<file path="config.mk">
export PLATFORM = sky130hd
export DESIGN_NAME = cpu_clk_prescaler
export DESIGN_NICKNAME = d
export VERILOG_FILES = /design/src/rtl/cpu_clk_prescaler_pkg.sv /design/src/rtl/lvd_sync.sv /design/src/rtl/speed_ctrl.sv /design/src/rtl/prescale_counter.sv /design/src/rtl/cpu_clk_prescaler.sv
export SDC_FILE = /design/constraint.sdc
export NUM_CORES = 1
export LEC_CHECK = 0
export BUFFER_PORTS_ARGS = -buffer_cell sky130_fd_sc_hd__buf_2
export CAP_MARGIN = 0
export CORE_MARGIN = 3
export CORE_UTILIZATION = 55
export CTS_CLUSTER_DIAMETER = 120
export DETAILED_ROUTE_END_ITERATION = 10
export GPL_ROUTABILITY_DRIVEN = 0
export PLACE_DENSITY = 0.76
export SETUP_SLACK_MARGIN = 0.2
export SYNTH_ARGS = -nofsm -noshare
export SYNTH_HDL_FRONTEND = slang
export SYNTH_SLANG_ARGS = --single-unit
</file>
<file path="constraint.sdc">
create_clock -name clk -period 2.5 [get_ports clk]
set_clock_uncertainty 0.15 [all_clocks]
set_input_delay 0.375 -clock clk [delete_from_list [all_inputs] [get_ports clk]]
set_output_delay 0.375 -clock clk [all_outputs]
set_load 0.02 [all_outputs]
</file>
<file path="src/rtl/cpu_clk_prescaler_pkg.sv">
package cpu_clk_prescaler_pkg;
  localparam int SPEED_W   = 3;
  localparam int MAX_SHIFT = 8;
  localparam int CNT_W     = MAX_SHIFT;
  localparam logic [SPEED_W-1:0] RESET_CODE = 3'b000;
  localparam logic [SPEED_W-1:0] SAFE_CODE  = 3'b000;

  // log2 of the divide ratio selected by a speed code (order is behaviour)
  function automatic logic [3:0] code_shift(input logic [SPEED_W-1:0] code);
    logic [3:0] s;
    case (code)
      3'b000:  s = 4'd3;
      3'b001:  s = 4'd2;
      3'b010:  s = 4'd1;
      3'b011:  s = 4'd0;
      3'b100:  s = 4'd4;
      3'b101:  s = 4'd5;
      3'b110:  s = 4'd7;
      default: s = 4'd8;
    endcase
    return s;
  endfunction

  // terminal count (ratio - 1) for a speed code
  function automatic logic [CNT_W-1:0] code_last(input logic [SPEED_W-1:0] code);
    logic [CNT_W:0] one_hot;
    one_hot = (CNT_W+1)'(1) << code_shift(code);
    return CNT_W'(one_hot - 1'b1);
  endfunction
endpackage

</file>
<file path="src/rtl/lvd_sync.sv">
module lvd_sync #(
  parameter int STAGES = 2
) (
  input  logic clk,
  input  logic rst_n,
  input  logic async_in,
  output logic sync_out
);
  logic [STAGES-1:0] stage_q;
  logic [STAGES-1:0] stage_d;

  generate
    if (STAGES == 1) begin : g_single
      always_comb stage_d = async_in;
    end else begin : g_chain
      always_comb stage_d = {stage_q[STAGES-2:0], async_in};
    end
  endgenerate

  always_ff @(posedge clk or negedge rst_n) begin
    if (!rst_n) stage_q <= '0;
    else        stage_q <= stage_d;
  end

  assign sync_out = stage_q[STAGES-1];
endmodule

</file>
<file path="src/rtl/speed_ctrl.sv">
module speed_ctrl
  import cpu_clk_prescaler_pkg::*;
(
  input  logic               clk,
  input  logic               rst_n,
  input  logic               cfg_we,
  input  logic [SPEED_W-1:0] cfg_speed,
  input  logic               cfg_throttle_en,
  input  logic               cfg_irq_mask,
  input  logic               low_sync,
  output logic [SPEED_W-1:0] speed_code,
  output logic               lv_irq,
  output logic               low_rise,
  output logic               throttle_en,
  output logic               irq_mask
);
  logic [SPEED_W-1:0] speed_q, speed_d;
  logic               thr_q, thr_d;
  logic               mask_q, mask_d;
  logic               prev_q;
  logic               irq_q, irq_d;

  always_comb begin
    low_rise = low_sync & ~prev_q;
    speed_d  = speed_q;
    thr_d    = thr_q;
    mask_d   = mask_q;
    if (cfg_we) begin
      speed_d = cfg_speed;
      thr_d   = cfg_throttle_en;
      mask_d  = cfg_irq_mask;
    end
    if (low_rise && thr_q) speed_d = SAFE_CODE;  // hardware override wins
    irq_d = low_rise & mask_q;
  end

  always_ff @(posedge clk or negedge rst_n) begin
    if (!rst_n) begin
      speed_q <= RESET_CODE;
      thr_q   <= 1'b0;
      mask_q  <= 1'b0;
      prev_q  <= 1'b0;
      irq_q   <= 1'b0;
    end else begin
      speed_q <= speed_d;
      thr_q   <= thr_d;
      mask_q  <= mask_d;
      prev_q  <= low_sync;
      irq_q   <= irq_d;
    end
  end

  assign speed_code  = speed_q;
  assign lv_irq      = irq_q;
  assign throttle_en = thr_q;
  assign irq_mask    = mask_q;
endmodule

</file>
<file path="src/rtl/prescale_counter.sv">
module prescale_counter
  import cpu_clk_prescaler_pkg::*;
(
  input  logic               clk,
  input  logic               rst_n,
  input  logic [SPEED_W-1:0] speed_code,
  output logic               tick
);
  logic [CNT_W-1:0] cnt_q, cnt_d;
  logic [CNT_W-1:0] last_q, last_d;
  logic             wrap;

  always_comb begin
    wrap   = (cnt_q == last_q);
    cnt_d  = cnt_q + 1'b1;
    last_d = last_q;
    if (wrap) begin
      cnt_d  = '0;
      last_d = code_last(speed_code);  // ratio changes only at period end
    end
  end

  always_ff @(posedge clk or negedge rst_n) begin
    if (!rst_n) begin
      cnt_q  <= '0;
      last_q <= code_last(RESET_CODE);
    end else begin
      cnt_q  <= cnt_d;
      last_q <= last_d;
    end
  end

  assign tick = wrap;
endmodule

</file>
<file path="src/rtl/cpu_clk_prescaler.sv">
module cpu_clk_prescaler
  import cpu_clk_prescaler_pkg::*;
#(
  parameter int SYNC_STAGES = 2
) (
  input  logic         clk,
  input  logic         rst_n,
  input  logic         cfg_we,
  input  logic [2:0]   cfg_speed,
  input  logic         cfg_throttle_en,
  input  logic         cfg_irq_mask,
  input  logic         supply_low_async,
  output logic         cpu_clk_en,
  output logic         lv_irq,
  output logic [2:0]   speed_code
);
  logic low_sync;
  logic low_rise;
  logic throttle_en;
  logic irq_mask;

  lvd_sync #(.STAGES(SYNC_STAGES)) u_sync (
    .clk      (clk),
    .rst_n    (rst_n),
    .async_in (supply_low_async),
    .sync_out (low_sync)
  );

  speed_ctrl u_ctrl (
    .clk             (clk),
    .rst_n           (rst_n),
    .cfg_we          (cfg_we),
    .cfg_speed       (cfg_speed),
    .cfg_throttle_en (cfg_throttle_en),
    .cfg_irq_mask    (cfg_irq_mask),
    .low_sync        (low_sync),
    .speed_code      (speed_code),
    .lv_irq          (lv_irq),
    .low_rise        (low_rise),
    .throttle_en     (throttle_en),
    .irq_mask        (irq_mask)
  );

  prescale_counter u_div (
    .clk        (clk),
    .rst_n      (rst_n),
    .speed_code (speed_code),
    .tick       (cpu_clk_en)
  );
endmodule

</file>
## Word level (Yosys, flattened, before mapping)

Cells that the tools add are included.

| storage, ports and cells | value |
|---|---|
| bits of input ports | 9 |
| logic and storage cells | 29 |
| output and inout port bits | 5 |
| bits in registers | 25 |

| cells by class | value |
|---|---|
| bitwise operators | 3 |
| muxes and demuxes | 5 |
| shift-type cells | 1 |
| reductions and logical operators | 3 |
| add/subtract/negate cells | 2 |
| equal/unequal tests | 7 |

Operators with widths:

| kind | number |
|---|---|
| $pmux W4 S7 | 1 |
| $eq A3 B3 Y1 const B | 3 |
| $add A8 B1 Y8 const B | 1 |
| $eq A8 B8 Y1 | 1 |
| $mux W8 | 1 |
| $shl A1 B4 Y8 const A | 1 |
| $sub A8 B1 Y8 const B | 1 |
| $eq A3 B2 Y1 const B | 2 |
| $mux W3 | 2 |
| $mux W4 | 1 |
| $eq A3 B1 Y1 const B | 1 |
| $logic_not A3 Y1 | 1 |
| $and A1 B1 Y1 | 2 |
| $reduce_bool A2 Y1 | 1 |
| $logic_and A1 B1 Y1 | 1 |
| $not A1 Y1 | 1 |

## Logic depth before layout (Yosys ltp)

| depth | value |
|---|---|
| depth in word-level cells | 5 |
| gate-level depth with buffers | 6 |
| depth with buffers taken out | 5 |

## Hierarchy

Synthesis repeated with hierarchy kept, for this count alone.

| unflattened totals | value |
|---|---|
| cell total of the unflattened synthesis | 93 |
| area total of the unflattened synthesis | 1161.1 sq um |

By module, submodules not included:

| module | cells each | area an instance (sq um) | sequential area each (sq um) | times used |
|---|---|---|---|---|
| prescale_counter | 72 | 832.0 | 404.1 | 1 |
| speed_ctrl | 19 | 279.0 | 175.2 | 1 |
| lvd_sync | 2 | 50.0 | 50.0 | 1 |

## Worst setup path before layout

No wires, ideal clock.

| path | value |
|---|---|
| kind | register to register |
| from | register u_ctrl.speed_q[2], in the netlist u_ctrl.speed_code[2] |
| to | register u_div.last_q[4] |
| stages on the path, launching flop included | 7 |
| library setup time | 0.125 ns |
| path slack | 0.178 ns |
| period minus slack after synthesis | 2.322 ns |
| arrival time | 2.047 ns |
| buffers on the path | 1 |
| required time | 2.225 ns |
| path through | dfrtp_1 -> clkbuf_1 -> or3b_2 -> ha_1 -> and2_1 -> a311o_1 -> mux2_2 |

| on the way | value |
|---|---|
| longest elaborated chain between the ends | 5 |
| elaborated cells on any way between the ends | 11 |
| those cells by class | add/sub (1); eq/ne (6); shift (1); mux (2); reduce/logical (1) |

RTL lines:

| item | line | source |
|---|---|---|
| start, declared | speed_ctrl.sv:17 | `logic [SPEED_W-1:0] speed_q, speed_d;` |
| start signal, assigned | speed_ctrl.sv:45 | `speed_q <= speed_d;` |
| $eq A3 B3 Y1, or another cell as far along | cpu_clk_prescaler_pkg.sv:11 | `case (code)` |
| $pmux W4 S7 * | cpu_clk_prescaler_pkg.sv:11 |  |
| $mux W4 * | prescale_counter.sv:17 | `if (wrap) begin` |
| $shl A1 B4 Y8 * | cpu_clk_prescaler_pkg.sv:27 | `one_hot = (CNT_W+1)'(1) << code_shift(code);` |
| $sub A8 B1 Y8 * | cpu_clk_prescaler_pkg.sv:28 | `return CNT_W'(one_hot - 1'b1);` |
| end signal, assigned | prescale_counter.sv:26 | `last_q <= code_last(RESET_CODE);` |
| end signal, assigned | prescale_counter.sv:29 | `last_q <= last_d;` |
| end, declared | prescale_counter.sv:10 | `logic [CNT_W-1:0] last_q, last_d;` |

Every way passes the cells marked *; elsewhere a longest branch is shown, timed or not. The select of a mux whose other input is x is not followed.
A chain may end at the register's enable or synchronous reset.

## Worst setup path after layout

| path | value |
|---|---|
| from | register u_ctrl.speed_q[0], in the netlist u_ctrl.speed_code[0] |
| to | register u_div.last_q[4] |

Same word-level chain as after synthesis.

==> run_results.csv <==
group,metric,value,unit
outcome,outcome,"finished clean",
floorplan,fp-row-count,15,
power,vdd_drop_max,0.000674,V
power,powerDensity,935,nW/µm²
power,switching_power,405,µW
finish,nNetsFinal,121,
timing,layout_min_cycle_time,2.19,ns
route,ant_nets,0,
placed_design,hpwl,1330,µm
worst_setup_path,slowest_delay,0.47,ns
yosys,yosys_register_bits,25,
power,pwr-share-seq,54.9,%
clock_network,clock_latency,0.31,ns
finish,layout_commonest_cell,"dfrtp_1",
timing,hold_violations,0,
global_routing,grt_max_degree,26,
placed_design,port_buffers,13,
clock_network,cts_buffers,3,
yosys,yosys_warnings,0,
finish,nFillCells,147,
yosys,synth_area,1150,µm²
worst_setup_path,crit_arrival,2.25,ns
worst_setup_path,crit_type,"flop to flop",
timing,finalSetupTns,0,ns
worst_setup_path,cpMaxStageDelayCell,"dfrtp_1",
job,maxCapViolCount,0,
yosys,syn_nets,103,
clock_network,cts_root_buf,"clkbuf_4",
yosys,seq_area_frac_synth,54.9,%
clock_network,clock_sinks,25,
finish,drive_above_1_share,31.2,%
clock_network,cts_tree,"yes",
worst_setup_path,critPathRequiredTime,2.56,ns
timing,period_share,87.7,%
floorplan,start_util,62.4,%
timing,slew_headroom,64.1,%
power,p_int,791,µW
worst_setup_path,path_cells,"or3b_2 -> ha_1 -> and2_1 -> a311o_1 -> mux2_2",
yosys,avgSynthCellArea,12.5,µm²
timing,worstMarginPinSlew,0.539,ns
floorplan,die-area,2670,µm²
power,swShare,33.8,%
floorplan,fp.dieH,51.7,µm
route,vias,714,
global_routing,grt_pass1_wl,3330,µm
floorplan,io-pin-count,14,
global_routing,grt_pass1_vias,732,
route,routed_wl,1840,µm
global_routing,track_usage,17.1,%
yosys,ys_types,26,
timing,drv_slew,0,
timing,rsz0062_at_grt,"false",
worst_setup_path,end_kind,"flop",
power,clkPwrFrac,14.3,%
global_routing,antenna_found_initial,0,
finish,antenna_cells,0,
yosys,synth_cells,92,
timing,setup_violations,0,
route,drc,0,
route,drt_iter0_drc,4,
worst_hold_path,hold_path.class,"input pin to flop",
finish,final_cell_mix,"dfrtp_1 (20), buf_2 (13), nor2_1 (10)",
placed_design,pre_cts_ws,0.281,ns
clock_network,cts.clk_slew.worst_paths,0.13,ns
power,p_comb_share,30.8,%
finish,area_growth,11.5,%
floorplan,core_area,1840,µm²
power,p_leak,0.573,nW
timing,max_freq,0.456,GHz
route,avgRoutedWirePerCell,13.7,µm
global_routing,grt_overflow,0,
worst_setup_path,worst-path-max-fanout,8,
floorplan,fp.dieW,51.7,µm
route,dr.pass1.iters,2,
clock_network,htreeDepth,1,
route,vias_per_cell,5.33,
worst_setup_path,start_kind,"flop",
clock_network,cts_buffer_depth,2,
timing,fin_ws,0.307,ns
-- registers in the layout, summed over array words and instances, names as in the netlist --
signal	count
u_ctrl.prev_q	1
u_ctrl.speed_code	3
u_ctrl.throttle_en	1
u_div.cnt_q	8
u_ctrl.lv_irq	1
u_ctrl.irq_mask	1
u_sync.stage_q	2
u_div.last_q	8
-- synthesized netlist by cell type --
master / number / area [µm²]
xor2_1: 6 / 52.6
o21ai_0: 3 / 15.0
nor2_1: 10 / 37.5
mux2_2: 6 / 67.6
nand3b_1: 1 / 7.51
nand3_1: 6 / 30.0
nand4_2: 2 / 25.0
and3b_1: 2 / 17.5
o31ai_1: 3 / 22.5
a311o_1: 1 / 10.0
nor3b_1: 1 / 7.51
mux2i_1: 3 / 30.0
buf_6: 1 / 11.3
and3_1: 2 / 12.5
or3b_2: 1 / 8.76
nor4b_1: 1 / 8.76
nor2_4: 1 / 11.3
nor2b_1: 1 / 6.26
clkbuf_1: 2 / 7.51
dfstp_2: 3 / 78.8
dfrtp_1: 22 / 551
mux2_4: 1 / 15.0
nand2_1: 1 / 3.75
ha_1: 2 / 25.0
and2_1: 1 / 6.26
xnor2_1: 9 / 78.8
-- routing by layer --
layer / up-vias / GRT usage [%] / share of wire (%)
met3: 4 / 3.44 / 2.9
met5: - / 0 / 0
met4: 0 / 9.17 / 2.2
met2: 10 / 25.2 / 44
met1: 339 / 23.7 / 50
li1: 361 / - / -
-- worst paths after layout --
path	startpoint	to	slack [ns]	cells after the start
worst max-delay path	u_ctrl.speed_code[0]	u_div.last_q[4]	0.31	5
worst min-delay path	supply_low_async	u_sync.stage_q[0]	0.02	1
worst max register to register	u_ctrl.speed_code[0]	u_div.last_q[4]	0.31	5
worst min register to register	u_sync.stage_q[0]	u_sync.stage_q[1]	0.22	0
max in group asynchronous	rst_n	u_ctrl.speed_code[2]	1.39	2
min in group asynchronous	rst_n	u_div.last_q[4]	0.42	2
-- logic make-up after synthesis --
group,Yosys count,synth area share (%)
buf+inv,3,1.64
flops,25,54.9
xor+xnor,15,11.5
compound gates,7,4.14
mux,10,9.81
fa+ha+maj,2,2.18
simple gates,30,15.9
-- repair_timing --
| action | 4_1_cts | 5_1_grt |
|---|---|---|
| setup endpoints to repair | 1 | 1 |
| pin swaps | 1 | 0 |
| setup buffers | 1 | 1 |
| endpoints found under the hold margin | 22 | 0 |
| gates resized for setup | 0 | 1 |
| hold buffers | 1 | 0 |
| cloned | 0 | 0 |
-- critical path: cells and delay by family (launching register included) --
family / cells / cell delay (ns)
and+or+nand+nor: 2 / 0.65
muxes: 1 / 0.26
AOI/OAI and AO/OA: 1 / 0.31
DFF: 1 / 0.47
adders and majority gates: 1 / 0.26
-- area by class of cell --
class / instances / area [µm²] / area share (%)
well taps: 25 / 31.3 / 2.45
flip-flops and latches: 25 / 632 / 49.4
repair buffers: 16 / 90.1 / 7.04
clock buffers: 4 / 26.3 / 2.05
multi-input cells: 64 / 499 / 39.0
-- stage by stage --
step | hold WS, ns | utilization [%] | cell area, µm² | cells | power (mW)
3_5_place_dp | 0.193 | 66.7 | 1230 | 127 | 1.03
6_report | 0.0191 | 69.5 | 1280 | 134 | 1.20
3_3_place_gp | 0.195 | 66.7 | 1230 | 127 | 1.02
4_1_cts | 0.00948 | 69.0 | 1270 | 133 | 1.21
2_1_floorplan | -0.0706 | - | 1150 | 92 | 0.945
5_1_grt | 0.000912 | 69.5 | 1280 | 134 | 1.29
-- power by group through the flow --
stage               logic [mW]  registers (mW)  clock network [mW]
finish                   0.368           0.657               0.171
global route             0.420           0.677               0.193
CTS                      0.369           0.658               0.177
detailed placement       0.364           0.667                   0
global placement         0.354           0.664                   0
floorplan                0.303           0.641                   0
(Power assumes the default switching activity.)
